===== config.mk =====
export PLATFORM = sky130hd
export DESIGN_NAME = sio_ext_shifter
export DESIGN_NICKNAME = d
export VERILOG_FILES = /design/src/rtl/sio_pkg.sv /design/src/rtl/sio_sync.sv /design/src/rtl/sio_edge_timer.sv /design/src/rtl/sio_shift_core.sv /design/src/rtl/sio_ext_shifter.sv
export SDC_FILE = /design/constraint.sdc
export NUM_CORES = 1
export LEC_CHECK = 0
export CAP_MARGIN = 20
export CORE_UTILIZATION = 25
export CTS_CLUSTER_SIZE = 14
export DETAILED_ROUTE_END_ITERATION = 7
export GPL_ROUTABILITY_DRIVEN = 0
export GPL_TIMING_DRIVEN = 1
export SYNTH_ARGS = -nofsm -noshare
export SYNTH_HDL_FRONTEND = slang
export SYNTH_SLANG_ARGS = --single-unit

===== constraint.sdc =====
create_clock -name clk -period 2.63 [get_ports clk]
set_clock_uncertainty 0.15 [all_clocks]
set_input_delay 0.526 -clock clk [delete_from_list [all_inputs] [get_ports clk]]
set_output_delay 0.526 -clock clk [all_outputs]
set_load 0.01 [all_outputs]

===== src/rtl/sio_pkg.sv =====
package sio_pkg;

    localparam int SIO_DATA_W    = 8;
    localparam int SIO_NIB_W     = 4;
    localparam int SIO_CLK_PER_MC = 4;
    localparam int SIO_MIN_MC    = 4;
    localparam int SIO_SYNC_LEN  = 2;

    typedef enum logic {
        ST_IDLE = 1'b0,
        ST_XFER = 1'b1
    } sio_state_e;

    typedef struct packed {
        logic fall;
        logic rise;
    } sio_edge_t;

    // Minimum phase length in system clocks
    function automatic int min_phase_clks(input int clk_per_mc, input int min_mc);
        return clk_per_mc * min_mc;
    endfunction

endpackage


===== src/rtl/sio_sync.sv =====
module sio_sync #(
    parameter int                 WIDTH   = 2,
    parameter int                 STAGES  = 2,
    parameter logic [WIDTH-1:0]   RST_VAL = '0
) (
    input  logic             clk,
    input  logic             rst,
    input  logic [WIDTH-1:0] d_i,
    output logic [WIDTH-1:0] q_o
);
    logic [WIDTH-1:0] stage_q [STAGES];

    generate
        for (genvar s = 0; s < STAGES; s++) begin : g_stage
            if (s == 0) begin : g_first
                always_ff @(posedge clk) begin
                    if (rst) stage_q[0] <= RST_VAL;
                    else     stage_q[0] <= d_i;
                end
            end else begin : g_rest
                always_ff @(posedge clk) begin
                    if (rst) stage_q[s] <= RST_VAL;
                    else     stage_q[s] <= stage_q[s-1];
                end
            end
        end
    endgenerate

    assign q_o = stage_q[STAGES-1];
endmodule


===== src/rtl/sio_edge_timer.sv =====
module sio_edge_timer
    import sio_pkg::*;
#(
    parameter int MIN_PHASE = 16,
    localparam int CNT_W    = $clog2(MIN_PHASE + 1)
) (
    input  logic             clk,
    input  logic             rst,
    input  logic             lvl_i,
    output sio_edge_t        ev_o,
    output logic [CNT_W-1:0] phase_len_o
);
    localparam logic [CNT_W-1:0] SAT = CNT_W'(MIN_PHASE);

    logic             lvl_d;
    logic [CNT_W-1:0] cnt_q;

    always_ff @(posedge clk) begin
        if (rst) begin
            lvl_d <= 1'b1;
            cnt_q <= SAT;
        end else begin
            lvl_d <= lvl_i;
            if (lvl_i != lvl_d)  cnt_q <= CNT_W'(1);
            else if (cnt_q != SAT) cnt_q <= cnt_q + 1'b1;
        end
    end

    always_comb begin
        ev_o.fall = lvl_d & ~lvl_i;
        ev_o.rise = ~lvl_d & lvl_i;
    end

    // Length of the phase that the current edge terminates
    assign phase_len_o = cnt_q;
endmodule


===== src/rtl/sio_shift_core.sv =====
module sio_shift_core
    import sio_pkg::*;
#(
    parameter int DATA_W    = 8,
    parameter int NIB_W     = 4,
    parameter int MIN_PHASE = 16,
    localparam int CNT_W    = $clog2(MIN_PHASE + 1),
    localparam int BC_W     = $clog2(DATA_W + 1)
) (
    input  logic              clk,
    input  logic              rst,
    input  logic              start,
    input  logic              mode8,
    input  logic              wr_en,
    input  logic [DATA_W-1:0] wr_data,
    input  logic              si_s,
    input  sio_edge_t         ev,
    input  logic [CNT_W-1:0]  phase_len,
    output logic [DATA_W-1:0] rd_data,
    output logic              so_o,
    output logic              busy,
    output logic              done,
    output logic              timing_err,
    output logic              len8_q
);
    localparam logic [BC_W-1:0]  LAST_BYTE = BC_W'(DATA_W - 1);
    localparam logic [BC_W-1:0]  LAST_NIB  = BC_W'(NIB_W - 1);
    localparam logic [CNT_W-1:0] MIN_L     = CNT_W'(MIN_PHASE);

    sio_state_e        state_q;
    logic [DATA_W-1:0] buf_q;
    logic [DATA_W-1:0] tx_q;
    logic [DATA_W-1:0] rx_q;
    logic [BC_W-1:0]   bit_q;
    logic              first_q;

    logic [DATA_W-1:0] rx_next;
    logic [DATA_W-1:0] rx_word;
    logic              last_bit;
    logic              short_ph;

    always_comb begin
        rx_next = {si_s, rx_q[DATA_W-1:1]};
        if (len8_q) begin
            rx_word = rx_next;
        end else begin
            rx_word = '0;
            rx_word[NIB_W-1:0] = rx_next[DATA_W-1 -: NIB_W];
        end
        last_bit = (bit_q == (len8_q ? LAST_BYTE : LAST_NIB));
        short_ph = (phase_len < MIN_L);
    end

    always_ff @(posedge clk) begin
        if (rst) begin
            state_q    <= ST_IDLE;
            buf_q      <= '0;
            tx_q       <= '0;
            rx_q       <= '0;
            bit_q      <= '0;
            first_q    <= 1'b0;
            so_o       <= 1'b1;
            done       <= 1'b0;
            timing_err <= 1'b0;
            len8_q     <= 1'b0;
        end else begin
            case (state_q)
                ST_IDLE: begin
                    if (wr_en) buf_q <= wr_data;
                    if (start) begin
                        state_q <= ST_XFER;
                        tx_q    <= buf_q;
                        rx_q    <= '0;
                        bit_q   <= '0;
                        first_q <= 1'b1;
                        done    <= 1'b0;
                        len8_q  <= mode8;
                    end
                end
                ST_XFER: begin
                    if (ev.fall) begin
                        so_o    <= tx_q[0];
                        tx_q    <= tx_q >> 1;
                        first_q <= 1'b0;
                        if (!first_q && short_ph) timing_err <= 1'b1;
                    end
                    if (ev.rise && !first_q) begin
                        rx_q  <= rx_next;
                        bit_q <= bit_q + 1'b1;
                        if (short_ph) timing_err <= 1'b1;
                        if (last_bit) begin
                            buf_q   <= rx_word;
                            done    <= 1'b1;
                            so_o    <= 1'b1;
                            state_q <= ST_IDLE;
                        end
                    end
                end
                default: state_q <= ST_IDLE;
            endcase
        end
    end

    assign busy    = (state_q == ST_XFER);
    assign rd_data = buf_q;
endmodule


===== src/rtl/sio_ext_shifter.sv =====
module sio_ext_shifter
    import sio_pkg::*;
#(
    parameter int DATA_W     = SIO_DATA_W,
    parameter int NIB_W      = SIO_NIB_W,
    parameter int CLK_PER_MC = SIO_CLK_PER_MC,
    parameter int MIN_MC     = SIO_MIN_MC,
    parameter int SYNC_LEN   = SIO_SYNC_LEN,
    localparam int MIN_PHASE = min_phase_clks(CLK_PER_MC, MIN_MC),
    localparam int CNT_W     = $clog2(MIN_PHASE + 1)
) (
    input  logic              clk,
    input  logic              rst,
    input  logic              start,
    input  logic              mode8,
    input  logic              wr_en,
    input  logic [DATA_W-1:0] wr_data,
    output logic [DATA_W-1:0] rd_data,
    input  logic              sck_i,
    output logic              sck_oe,
    input  logic              si_i,
    output logic              so_o,
    output logic              busy,
    output logic              done,
    output logic              timing_err
);
    logic [1:0]       pins_s;
    sio_edge_t        ev;
    logic [CNT_W-1:0] phase_len;
    logic             len8_q;

    // bit 1 = serial clock (idles high), bit 0 = serial data in
    sio_sync #(.WIDTH(2), .STAGES(SYNC_LEN), .RST_VAL(2'b10)) u_sync (
        .clk (clk),
        .rst (rst),
        .d_i ({sck_i, si_i}),
        .q_o (pins_s)
    );

    sio_edge_timer #(.MIN_PHASE(MIN_PHASE)) u_timer (
        .clk         (clk),
        .rst         (rst),
        .lvl_i       (pins_s[1]),
        .ev_o        (ev),
        .phase_len_o (phase_len)
    );

    sio_shift_core #(.DATA_W(DATA_W), .NIB_W(NIB_W), .MIN_PHASE(MIN_PHASE)) u_core (
        .clk        (clk),
        .rst        (rst),
        .start      (start),
        .mode8      (mode8),
        .wr_en      (wr_en),
        .wr_data    (wr_data),
        .si_s       (pins_s[0]),
        .ev         (ev),
        .phase_len  (phase_len),
        .rd_data    (rd_data),
        .so_o       (so_o),
        .busy       (busy),
        .done       (done),
        .timing_err (timing_err),
        .len8_q     (len8_q)
    );

    // External clock only: the clock pin stays released
    assign sck_oe = 1'b0;
endmodule


Yosys cells after proc, flatten, opt, wreduce, memory -nomap -nowiden
Memory sizes are Yosys's and may differ from the RTL's.
Cells that the tools add are included.

word-level totals
  logic and storage cells = 82
  register bits = 40
  bits of input ports = 15
  memory bits (writable) = 4
  memories kept = 1
  output and inout port bits = 13

memories
  memory          words  bits a word  rd ports  clocked after memory_dff  write ports  RTL line        text
  u_sync.stage_q  2      2            2         0                         2            sio_sync.sv:11  logic [WIDTH-1:0] stage_q [STAGES];

operators by class
  bitwise gates (word level) = 7
  add/sub/neg operators = 2
  $lt $le $gt $ge = 1
  equal/unequal tests = 8
  multiplexer cells = 40
  reduce and logical (&&, ||, !) cells = 10

operators with widths
  operator                                                        number
  8-bit 2-to-1 mux                                                8
  8-bit case mux with 2 select lines                              3
  1-bit 2-to-1 mux                                                18
  5-bit 2-to-1 mux                                                2
  2-bit != test (second input constant)                           5
  4-bit 2-to-1 mux                                                2
  4-bit case mux with 2 select lines                              1
  1-bit case mux with 2 select lines                              3
  2-bit AND reduction                                             3
  3-bit AND reduction                                             2
  5-bit by 1-bit adder with 5-bit output (second input constant)  1
  5-bit < comparator (second input constant)                      1
  5-bit != test (second input constant)                           1
  4-bit by 1-bit adder with 4-bit output (second input constant)  1
  4-bit equality test                                             1
  2-bit 2-to-1 mux                                                2
  3-bit 2-to-1 mux                                                1
  1-bit NOT                                                       3
  1-bit bitwise AND                                               2
  1-bit logical AND                                               2
  1-bit bitwise OR                                                2
  2-bit nonzero test                                              1
  2-bit OR reduction                                              1
  1-bit logical NOT                                               1
  1-bit != test                                                   1

Longest topological paths before layout
Gate-level depths: netlist of run 1.

  depth after elaboration = 6
  gate-level depth with buffers = 6
  gate-level depth less buffers = 5

By module
A second synthesis of run 1 with hierarchy kept.

second synthesis, totals
  cell total of the unflattened synthesis = 208
  area total of the unflattened synthesis = 1954.4 µm²

by module, submodules not included
  module           area each (µm²)  seq. area each (µm²)  instances  cells each
  sio_shift_core   1539.0           660.6                 1          169
  sio_edge_timer   299.0            120.1                 1          29
  sio_sync         105.1            80.1                  1          8
  sio_ext_shifter  11.3             0.0                   1          2

Least setup slack after synthesis of run 1
Ideal clock, no wire load.

  kind = register -> register
  from = register u_timer.lvl_d
  to = register u_core.buf_q[4], in the netlist u_core.rd_data[4]
  period minus slack after synthesis = 1769 ps
  cell stages (with the launch flop) = 6
  arrival = 1498 ps
  slack = 861 ps
  setup time = 121 ps
  cell sequence = dfxtp_1 > inv_1 > ha_1 > and3b_4 > a32oi_4 > mux2_4

between the ends
  longest elaborated chain between the ends = 5

RTL lines
  what                           RTL line              text
  start, declared                sio_edge_timer.sv:15  logic lvl_d;
  start signal, assigned         sio_edge_timer.sv:23  lvl_d <= lvl_i;
  1-bit NOT                      sio_edge_timer.sv:31  ev_o.rise = ~lvl_d & lvl_i;
  1-bit bitwise AND              sio_edge_timer.sv:31
  1-bit logical AND              sio_shift_core.sv:87  if (ev.rise && !first_q) begin
  2-bit != test (no line)        n/a
  3-bit AND reduction (no line)  n/a
  end signal, assigned           sio_shift_core.sv:69  if (wr_en) buf_q <= wr_data;
  end signal, assigned           sio_shift_core.sv:92  buf_q <= rx_word;
  end, declared                  sio_shift_core.sv:31  logic [DATA_W-1:0] buf_q;

Every way passes these cells.
A chain may end at the register's enable or synchronous reset.

Worst setup path in the final report of run 1
  from = register u_timer.lvl_d
  to = register u_core.buf_q[7], in the netlist u_core.rd_data[7]

Same word-level chain as after synthesis.

==> results.txt, run 1 <==
----------------------------------------------------
[Worst setup path]
  Launching element type of the critical path ... flip-flop
  Worst Path Arrival ... a little over 2 ns
  Buf/Inv on CP ... 1
  Ordered list of cells on the worst path ... inv_1 -> ha_1 -> and3b_4 -> a32oi_4 -> mux2_4
  Path type of the worst setup path ... flip-flop to flip-flop
  Maximum single-stage delay on the critical path ... 0.50 ns
  Cell depth of the worst setup path ... 5
  Largest fanout of any net on the critical path ... 12
  Destination of the worst register-to-register timing path ... u_core.rd_data[7]$_SDFFE_PP0P_
  Category of cells accounting for the largest share of critical-path delay ... compound AO/OA/AOI/OAI gates
  Critical path's slowest cell ... sky130_fd_sc_hd__a32oi_4
  Crit path from ... u_timer.lvl_d$_SDFF_PP1_
  Endpoint of the worst setup timing path ... u_core.rd_data[7]$_SDFFE_PP0P_
  Required time worst endpoint ... approximately 2.7 ns
  Number of cells on the worst reg-to-reg path ... 5
  Critical Path Sink Type ... flip-flop
  Reg2reg setup slack ... about 0.63 ns
  Worst r2r src ... u_timer.lvl_d$_SDFF_PP1_

[Die]
  Core ar. ... about 7700 sq um
  Standard-cell row count ... 32
  Area of the die ... slightly above 8000 sq um
  Initial standard-cell utilization of the core ... 25.8%
  Horizontal die dimension ... a little over 90 microns
  Y dimension of the die ... ~90 microns
  I/O pin count ... 28

[Min path]
  Class of the most critical hold timing path ... flip-flop to flip-flop

[Clock network]
  Post CTS Setup Buffer Count ... 0
  Clock buffers created by TritonCTS ... 5
  Number of gates resized after cts ... 0
  Clock sink count ... 43
  TritonCTS clock tree ... yes
  Buffers from clock root to sink, at most ... 2
  CTS root buf ... sky130_fd_sc_hd__clkbuf_8
  Hold buffer count at cts ... 0
  CTS clock-pin slew for the worst setup and hold paths ... 0.08 ns
  Clock Latency Late Sink ... slightly below 0.3 ns
  Max H-tree Level ... 2

[STA]
  Tmin final ... between 1.5 and 2 ns
  Number of hold-slack violations in the final timing report ... 0
  Setup Viol. Count Final ... 0
  Count of final max-slew check failures ... 0
  Post-route setup TNS ... 0 ns
  Worst relative slew slack ... between 60% and 70%
  Unrepaired setup endpoints after global routing ... false
  Final Cycle Share ... between 70% and 80%
  Achievable Freq ... ~0.5 GHz
  Worst Tran Pin Value ... 0.520 ns

[Layout]
  Final core utilization ... 31.9%
  Number of antenna diodes ... 0
  Net count reported at finish ... ~260
  Number of filler cells placed in the layout ... 826
  Final non-filler cell area ... between 2000 and 2500 sq um
  Layout overhead on the synthesized area ... 23.6%
  Area used by multi-input combinational logic ... approximately 1000 sq um
  Share of cells above drive strength 1 ... a little under a tenth
  Register area ... between 800 and 900 sq um

[Power]
  Cell Pwr Density ... 598 nW/um^2
  Worst-case vdd ir drop ... roughly 0.00026 V
  Leakage power ... around 0.89 nW

[GRT]
  Number of global-route vias before repair ... between 1000 and 1500
  Maximum number of pins on one net before global-route repair ... 37
  All-layer global routing usage ... a little over a tenth
  First-pass GRT wire length ... 7060 microns
  Antenna violations before repair ... 0
  Remaining global-route overflow ... 0

[Routing]
  Number of remaining DRC errors ... 0
  Total number of vias ... around 1500
  Detailed Routing Iterations Pass 1 ... 4
  DR iter-0 viols ... between 100 and 150
  Post-detailed-routing wire length ... between 4000 and 5000 microns
  Drt wl/cell ... roughly 12 microns
  Antenna Nets Post-Route ... 0
  Via-per-instance ratio ... between 4 and 5

[Yosys]
  Asr flop ratio synth ... 0%
  Number of unique standard cell types used by synthesis ... 38
  Number of synthesized register bits ... 43
  Share of synthesized area occupied by flip-flops and latches ... a little over two fifths
  Post-synth top flop ... sky130_fd_sc_hd__dfxtp_1
  Count of synthesis-stage warnings from yosys ... 0
  Synth Instances ... between 200 and 250
  Portion of netlist area occupied by mux cells ... 11.7%
  Syn_nets ... roughly 230
  Post-Synthesis Mean Instance Area ... 9.28 sq um
  Area of the mapped netlist ... 1990 sq um
  Area share of fa/ha/maj cells after synthesis ... 3.15%
  Post-synthesis share of cell area spent on and, or, nand and nor gates ... between 20% and 30%
  Xor-xnor portion of the synthesized cell area ... between 3 and 4%
  Synthesized-area fraction occupied by ao, oa, aoi and oai cells ... 13.6%
  Main combinational cell family by area after synthesis ... simple AND/OR/NAND/NOR gates
  EDFF count, synth ... 0

[Flow run]
  # Max-Cap Violations ... 0

[Run status]
  Result of the run ... completed

[Placed design]
  IO buf count ... 26
  Cell area after placement ... around 2300 sq um
  Post-DP HPWL ... roughly 3000 microns

----------------------------------------------------
cell usage in the layout, fill, tap and decap left out, drive strengths merged, types with 5 or more instances in the layout:
cell type,synthesis,routed
inv,7,7
nand3,17,17
clkbuf,7,5
ha,5,5
mux2i,16,16
dfxtp,43,43
nand2b,10,10
nor2,16,16
clkdlybuf4s50,0,26
nor2b,9,9
mux2,5,5
a21oi,19,19
nand2,15,15
a211oi,7,7
layer usage:
layer / GRT usage (%) / share of wire (%)
met5: 0 / 0
met4: 3.17 / 0.81
met3: 2.76 / 4.4
met2: 15.4 / 42
met1: 15.7 / 53
layout make-up:
class	instances	share of cell area, %
Multi-Input combinational cell	150	42.0
Timing Repair Buffer	29	12.0
Inverter	7	1.07
Clock buffer	5	2.80
Tap cell	102	5.20
Clock inverter	3	1.78
Sequential cell	43	35.1
worst min-delay path by stage:
| stage | endpoint | slack [ns] | from | cells after the start |
|---|---|---|---|---|
| 5_1_grt | u_sync.stage_q[1][1]$_SDFF_PP1_ | 0.29 | u_sync.stage_q[0][1]$_SDFF_PP1_ | 1 |
| 6_report | u_sync.stage_q[1][1]$_SDFF_PP1_ | 0.26 | u_sync.stage_q[0][1]$_SDFF_PP1_ | 1 |
| 3_3_place_gp | u_sync.stage_q[1][1]$_SDFF_PP1_ | 0.25 | u_sync.stage_q[0][1]$_SDFF_PP1_ | 1 |
| 4_1_cts | u_sync.stage_q[1][1]$_SDFF_PP1_ | 0.27 | u_sync.stage_q[0][1]$_SDFF_PP1_ | 1 |
| 3_5_place_dp | u_sync.stage_q[1][1]$_SDFF_PP1_ | 0.25 | u_sync.stage_q[0][1]$_SDFF_PP1_ | 1 |
| 2_1_floorplan | u_sync.stage_q[1][1]$_SDFF_PP1_ | 0.24 | u_sync.stage_q[0][1]$_SDFF_PP1_ | 1 |
metrics by stage:
| step | power, mW | setup slack (ns) | instances | hold WS, ns |
|---|---|---|---|---|
| after floorplan | 0.896 | 0.861 | 214 | 0.239 |
| after global placement | 0.970 | 0.620 | 331 | 0.247 |
| after detailed placement | 0.976 | 0.584 | 331 | 0.249 |
| after CTS | 1.49 | 0.627 | 339 | 0.269 |
| after global routing | 1.54 | 0.496 | 339 | 0.286 |
| final | 1.47 | 0.630 | 339 | 0.264 |
flip-flops by register name (all words and copies together) (netlist names):
| signal | flops |
|---|---|
| u_core.timing_err | 1 |
| u_core.rx_q | 7 |
| u_core.len8_q | 1 |
| u_sync.stage_q | 4 |
| u_core.first_q | 1 |
| u_core.busy | 1 |
| u_timer.lvl_d | 1 |
| u_timer.phase_len_o | 5 |
| u_core.done | 1 |
| u_core.so_o | 1 |
| u_core.tx_q | 8 |
| u_core.bit_q | 4 |
| u_core.rd_data | 8 |
power by group:
part	internal, mW	switching, mW	leakage [nW]	total (mW)
Combinational	0.124	0.115	0.483	0.239
Sequential	0.690	0.0307	0.351	0.721
Clock	0.283	0.226	0.0581	0.509
logic make-up after synthesis:
group                    Yosys count
other                              1
multiplexers                      21
adder cells (fa/ha/maj)            5
AO/OA/AOI/OAI                     39
XOR/XNOR                           6
flip-flops                        43
buffers and inverters             21
AND/OR/NAND/NOR                   78
synth_stat cells, drive strengths merged (5+ instances only):
cell / n / share of area [%]
a211oi: 7 / 2.6
nand3: 17 / 4.3
buf: 7 / 2.1
nand2b: 10 / 3.2
mux2: 5 / 3.6
mux2i: 16 / 8.1
ha: 5 / 3.2
nor2: 16 / 3.0
nand2: 15 / 2.8
inv: 7 / 1.3
nor2b: 9 / 2.8
clkbuf: 7 / 1.3
a21oi: 19 / 4.8
dfxtp: 43 / 43
No activity file was read; power rests on OpenSTA's default activity.
==> run 2: changes to the inputs <==
==> constraint.sdc (replaced) <==
create_clock -name clk -period 2.05 [get_ports clk]
set_clock_uncertainty 0.15 [all_clocks]
set_input_delay 0.41 -clock clk [delete_from_list [all_inputs] [get_ports clk]]
set_output_delay 0.41 -clock clk [all_outputs]
set_load 0.01 [all_outputs]
==> results.txt, run 2 (synthesis gave the netlist of run 1 again) <==
----------------------------------------------------
[Die]
  Area of the die ... 8300 sq um (unchanged)
  Core ar. ... 7690 sq um (unchanged)
  Horizontal die dimension ... 91.1 microns (unchanged)
  Y dimension of the die ... 91.1 microns (unchanged)
  I/O pin count ... 28 (unchanged)
  Standard-cell row count ... 32 (unchanged)
  Initial standard-cell utilization of the core ... 25.8% (unchanged)

[Worst setup path]
  Required time worst endpoint ... 1.49 ns (-1.18 ns)
  Worst Path Arrival ... 1.41 ns (-0.63 ns)
  Category of cells accounting for the largest share of critical-path delay ... buffers and inverters
  Ordered list of cells on the worst path ... clkdlybuf4s50_1
  Buf/Inv on CP ... 1 (unchanged)
  Reg2reg setup slack ... 0.19 ns (-0.44 ns)
  Number of cells on the worst reg-to-reg path ... 6 (+1)
  Maximum single-stage delay on the critical path ... 0.60 ns (+0.10 ns)
  Path type of the worst setup path ... flip-flop to output pin
  Cell depth of the worst setup path ... 1 (-4)
  Largest fanout of any net on the critical path ... 10 (-2)
  Crit path from ... u_core.busy$_SDFF_PP0_
  Worst r2r src ... u_timer.lvl_d$_SDFF_PP1_
  Critical Path Sink Type ... output pin
  Launching element type of the critical path ... flip-flop
  Destination of the worst register-to-register timing path ... u_core.rd_data[2]$_SDFFE_PP0P_
  Critical path's slowest cell ... sky130_fd_sc_hd__clkdlybuf4s50_1

[Clock network]
  Number of gates resized after cts ... 0 (unchanged)
  Clock Latency Late Sink ... 0.30 ns (about the same)
  Clock sink count ... 43 (unchanged)
  Buffers from clock root to sink, at most ... 2 (unchanged)
  Max H-tree Level ... 2 (unchanged)
  CTS clock-pin slew for the worst setup and hold paths ... 0.08 ns (about the same)
  TritonCTS clock tree ... yes
  Post CTS Setup Buffer Count ... 0 (unchanged)
  CTS root buf ... sky130_fd_sc_hd__clkbuf_8
  Hold buffer count at cts ... 0 (unchanged)
  Clock buffers created by TritonCTS ... 5 (unchanged)

[Power]
  Cell Pwr Density ... 759 nW/um^2 (+27%)
  Switching power ... 474 uW (+27%)
  Cell internal pwr ... 1.40 mW (+28%)
  Portion of total power attributed to the clock network ... 34.2% (-0.4 points)
  Worst-case vdd ir drop ... 0.000335 V (+28%)
  Leakage power ... 0.906 nW (+1.4%)
  Share of total power in sequential cells ... 49.3% (+0.2 points)
  Fraction of power spent switching nets ... 25.2% (-0.085 points)
  Logic gate share of total power ... 16.4% (about the same)

[Min path]
  Hold endpoint ... u_sync.stage_q[1][1]$_SDFF_PP1_
  Class of the most critical hold timing path ... flip-flop to flip-flop
  Hold path startpoint ... u_sync.stage_q[0][1]$_SDFF_PP1_
  Number of cells on the worst hold path ... 1 (unchanged)

[Routing]
  DR iter-0 viols ... 117 (-0.85%)
  Via-per-instance ratio ... 4.55 (+0.35%)
  Post-detailed-routing wire length ... 4270 microns (+1.1%)
  Drt wl/cell ... 12.5 microns (+0.23%)
  Number of remaining DRC errors ... 0 (unchanged)
  Antenna Nets Post-Route ... 0 (unchanged)
  Detailed Routing Iterations Pass 1 ... 4 (unchanged)
  Total number of vias ... 1557 (+1.2%)

[Layout]
  Net count reported at finish ... 260 (+1.6%)
  Number of antenna diodes ... 0 (unchanged)
  Top library cells by usage in the layout, fill and taps aside ... sky130_fd_sc_hd__dfxtp_1 (43), sky130_fd_sc_hd__clkdlybuf4s50_1 (26), sky130_fd_sc_hd__a21oi_1 (19)
  Number of filler cells placed in the layout ... 805 (-2.5%)
  Most frequent standard cell in the layout excluding fill and tap cells ... sky130_fd_sc_hd__dfxtp_1
  Register area ... 861 sq um (unchanged)
  Share of cells above drive strength 1 ... 10.0% (+0.72 points)
  Final non-filler cell area ... 2470 sq um (+0.82%)
  Area used by multi-input combinational logic ... 1030 sq um (unchanged)
  Layout overhead on the synthesized area ... 24.6%

[Run status]
  Result of the run ... completed

[STA]
  Unrepaired setup endpoints after global routing ... false
  Post-route setup TNS ... 0 ns (unchanged)
  Setup Viol. Count Final ... 0 (unchanged)
  Number of hold-slack violations in the final timing report ... 0 (unchanged)
  Achievable Freq ... ~0.51 GHz
  Tmin final ... roughly 2.0 ns
  Final Cycle Share ... between 90% and 100%
  Count of final max-slew check failures ... 0 (unchanged)

[Placed design]
  Cell area after placement ... 2370 sq um (+1.3%)
  IO buf count ... 26 (unchanged)
  Post-DP HPWL ... 2950 microns (-1.6%)

[GRT]
  Remaining global-route overflow ... 0 (unchanged)
  Maximum number of pins on one net before global-route repair ... 47 (+27%)
  All-layer global routing usage ... 10.7% (-0.055 points)
  Number of global-route vias before repair ... 1408 (-1.1%)
  Antenna violations before repair ... 0 (unchanged)
  First-pass GRT wire length ... 7030 microns (-0.38%)

[Flow run]
  # Max-Cap Violations ... 0 (unchanged)

----------------------------------------------------
## run 2: cell count changes in the layout (fill, tap and decap cells not counted)
cell                       change
sky130_fd_sc_hd__clkbuf_1      +1
sky130_fd_sc_hd__buf_4         +4
sky130_fd_sc_hd__clkinv_2      -1
sky130_fd_sc_hd__clkinv_4      -1
## run 2: routing by layer
| layer | wire, microns | part of all wire [%] | GRT usage, % | vias to the layer above |
|---|---|---|---|---|
| li1 | - | - | - | 791 |
| met1 | 2270 | 53 | 15.9 | 729 |
| met2 | 1740 | 41 | 14.6 | 33 |
| met3 | 209 | 4.9 | 3.18 | 4 |
| met4 | 44 | 1.0 | 3.17 | 0 |
| met5 | 0 | 0 | 0 | - |
## run 2: layout make-up
| cell class | count | area share, % |
|---|---|---|
| clock inverters | 1 | 1.21 |
| inverters | 7 | 1.06 |
| repair buffers | 33 | 13.2 |
| flip-flops and latches | 43 | 34.8 |
| well taps | 102 | 5.16 |
| clock buffers | 6 | 2.93 |
| multi-input cells | 150 | 41.7 |
## run 2: worst max-delay path by stage
stage | slack [ns] | to
after floorplan | 0.28 | u_core.rd_data[4]$_SDFFE_PP0P_
after global routing | 0.04 | busy
after global placement | 0.22 | u_core.rd_data[4]$_SDFFE_PP0P_
after CTS | 0.07 | busy
final | 0.08 | busy
after detailed placement | 0.18 | u_core.tx_q[5]$_SDFFE_PP0P_
## run 2: power groups by stage
| stage | Combinational [mW] | Sequential, mW | Clock [mW] |
|---|---|---|---|
| 2_1_floorplan | 0.210 | 0.939 | 0 |
| 3_3_place_gp | 0.301 | 0.946 | 0 |
| 3_5_place_dp | 0.310 | 0.946 | 0 |
| 4_1_cts | 0.311 | 0.927 | 0.650 |
| 5_1_grt | 0.343 | 0.935 | 0.685 |
| 6_report | 0.309 | 0.926 | 0.643 |
## run 2: stage by stage
step	utilization [%]	total power [mW]	std cells	hold WS (ns)	setup slack, ns
6_report	32.2	1.88	342	0.260	0.0816
2_1_floorplan	-	1.15	214	0.239	0.281
3_3_place_gp	30.8	1.25	335	0.245	0.223
5_1_grt	32.2	1.96	342	0.274	0.0403
4_1_cts	32.2	1.89	342	0.262	0.0707
3_5_place_dp	30.8	1.26	335	0.243	0.179
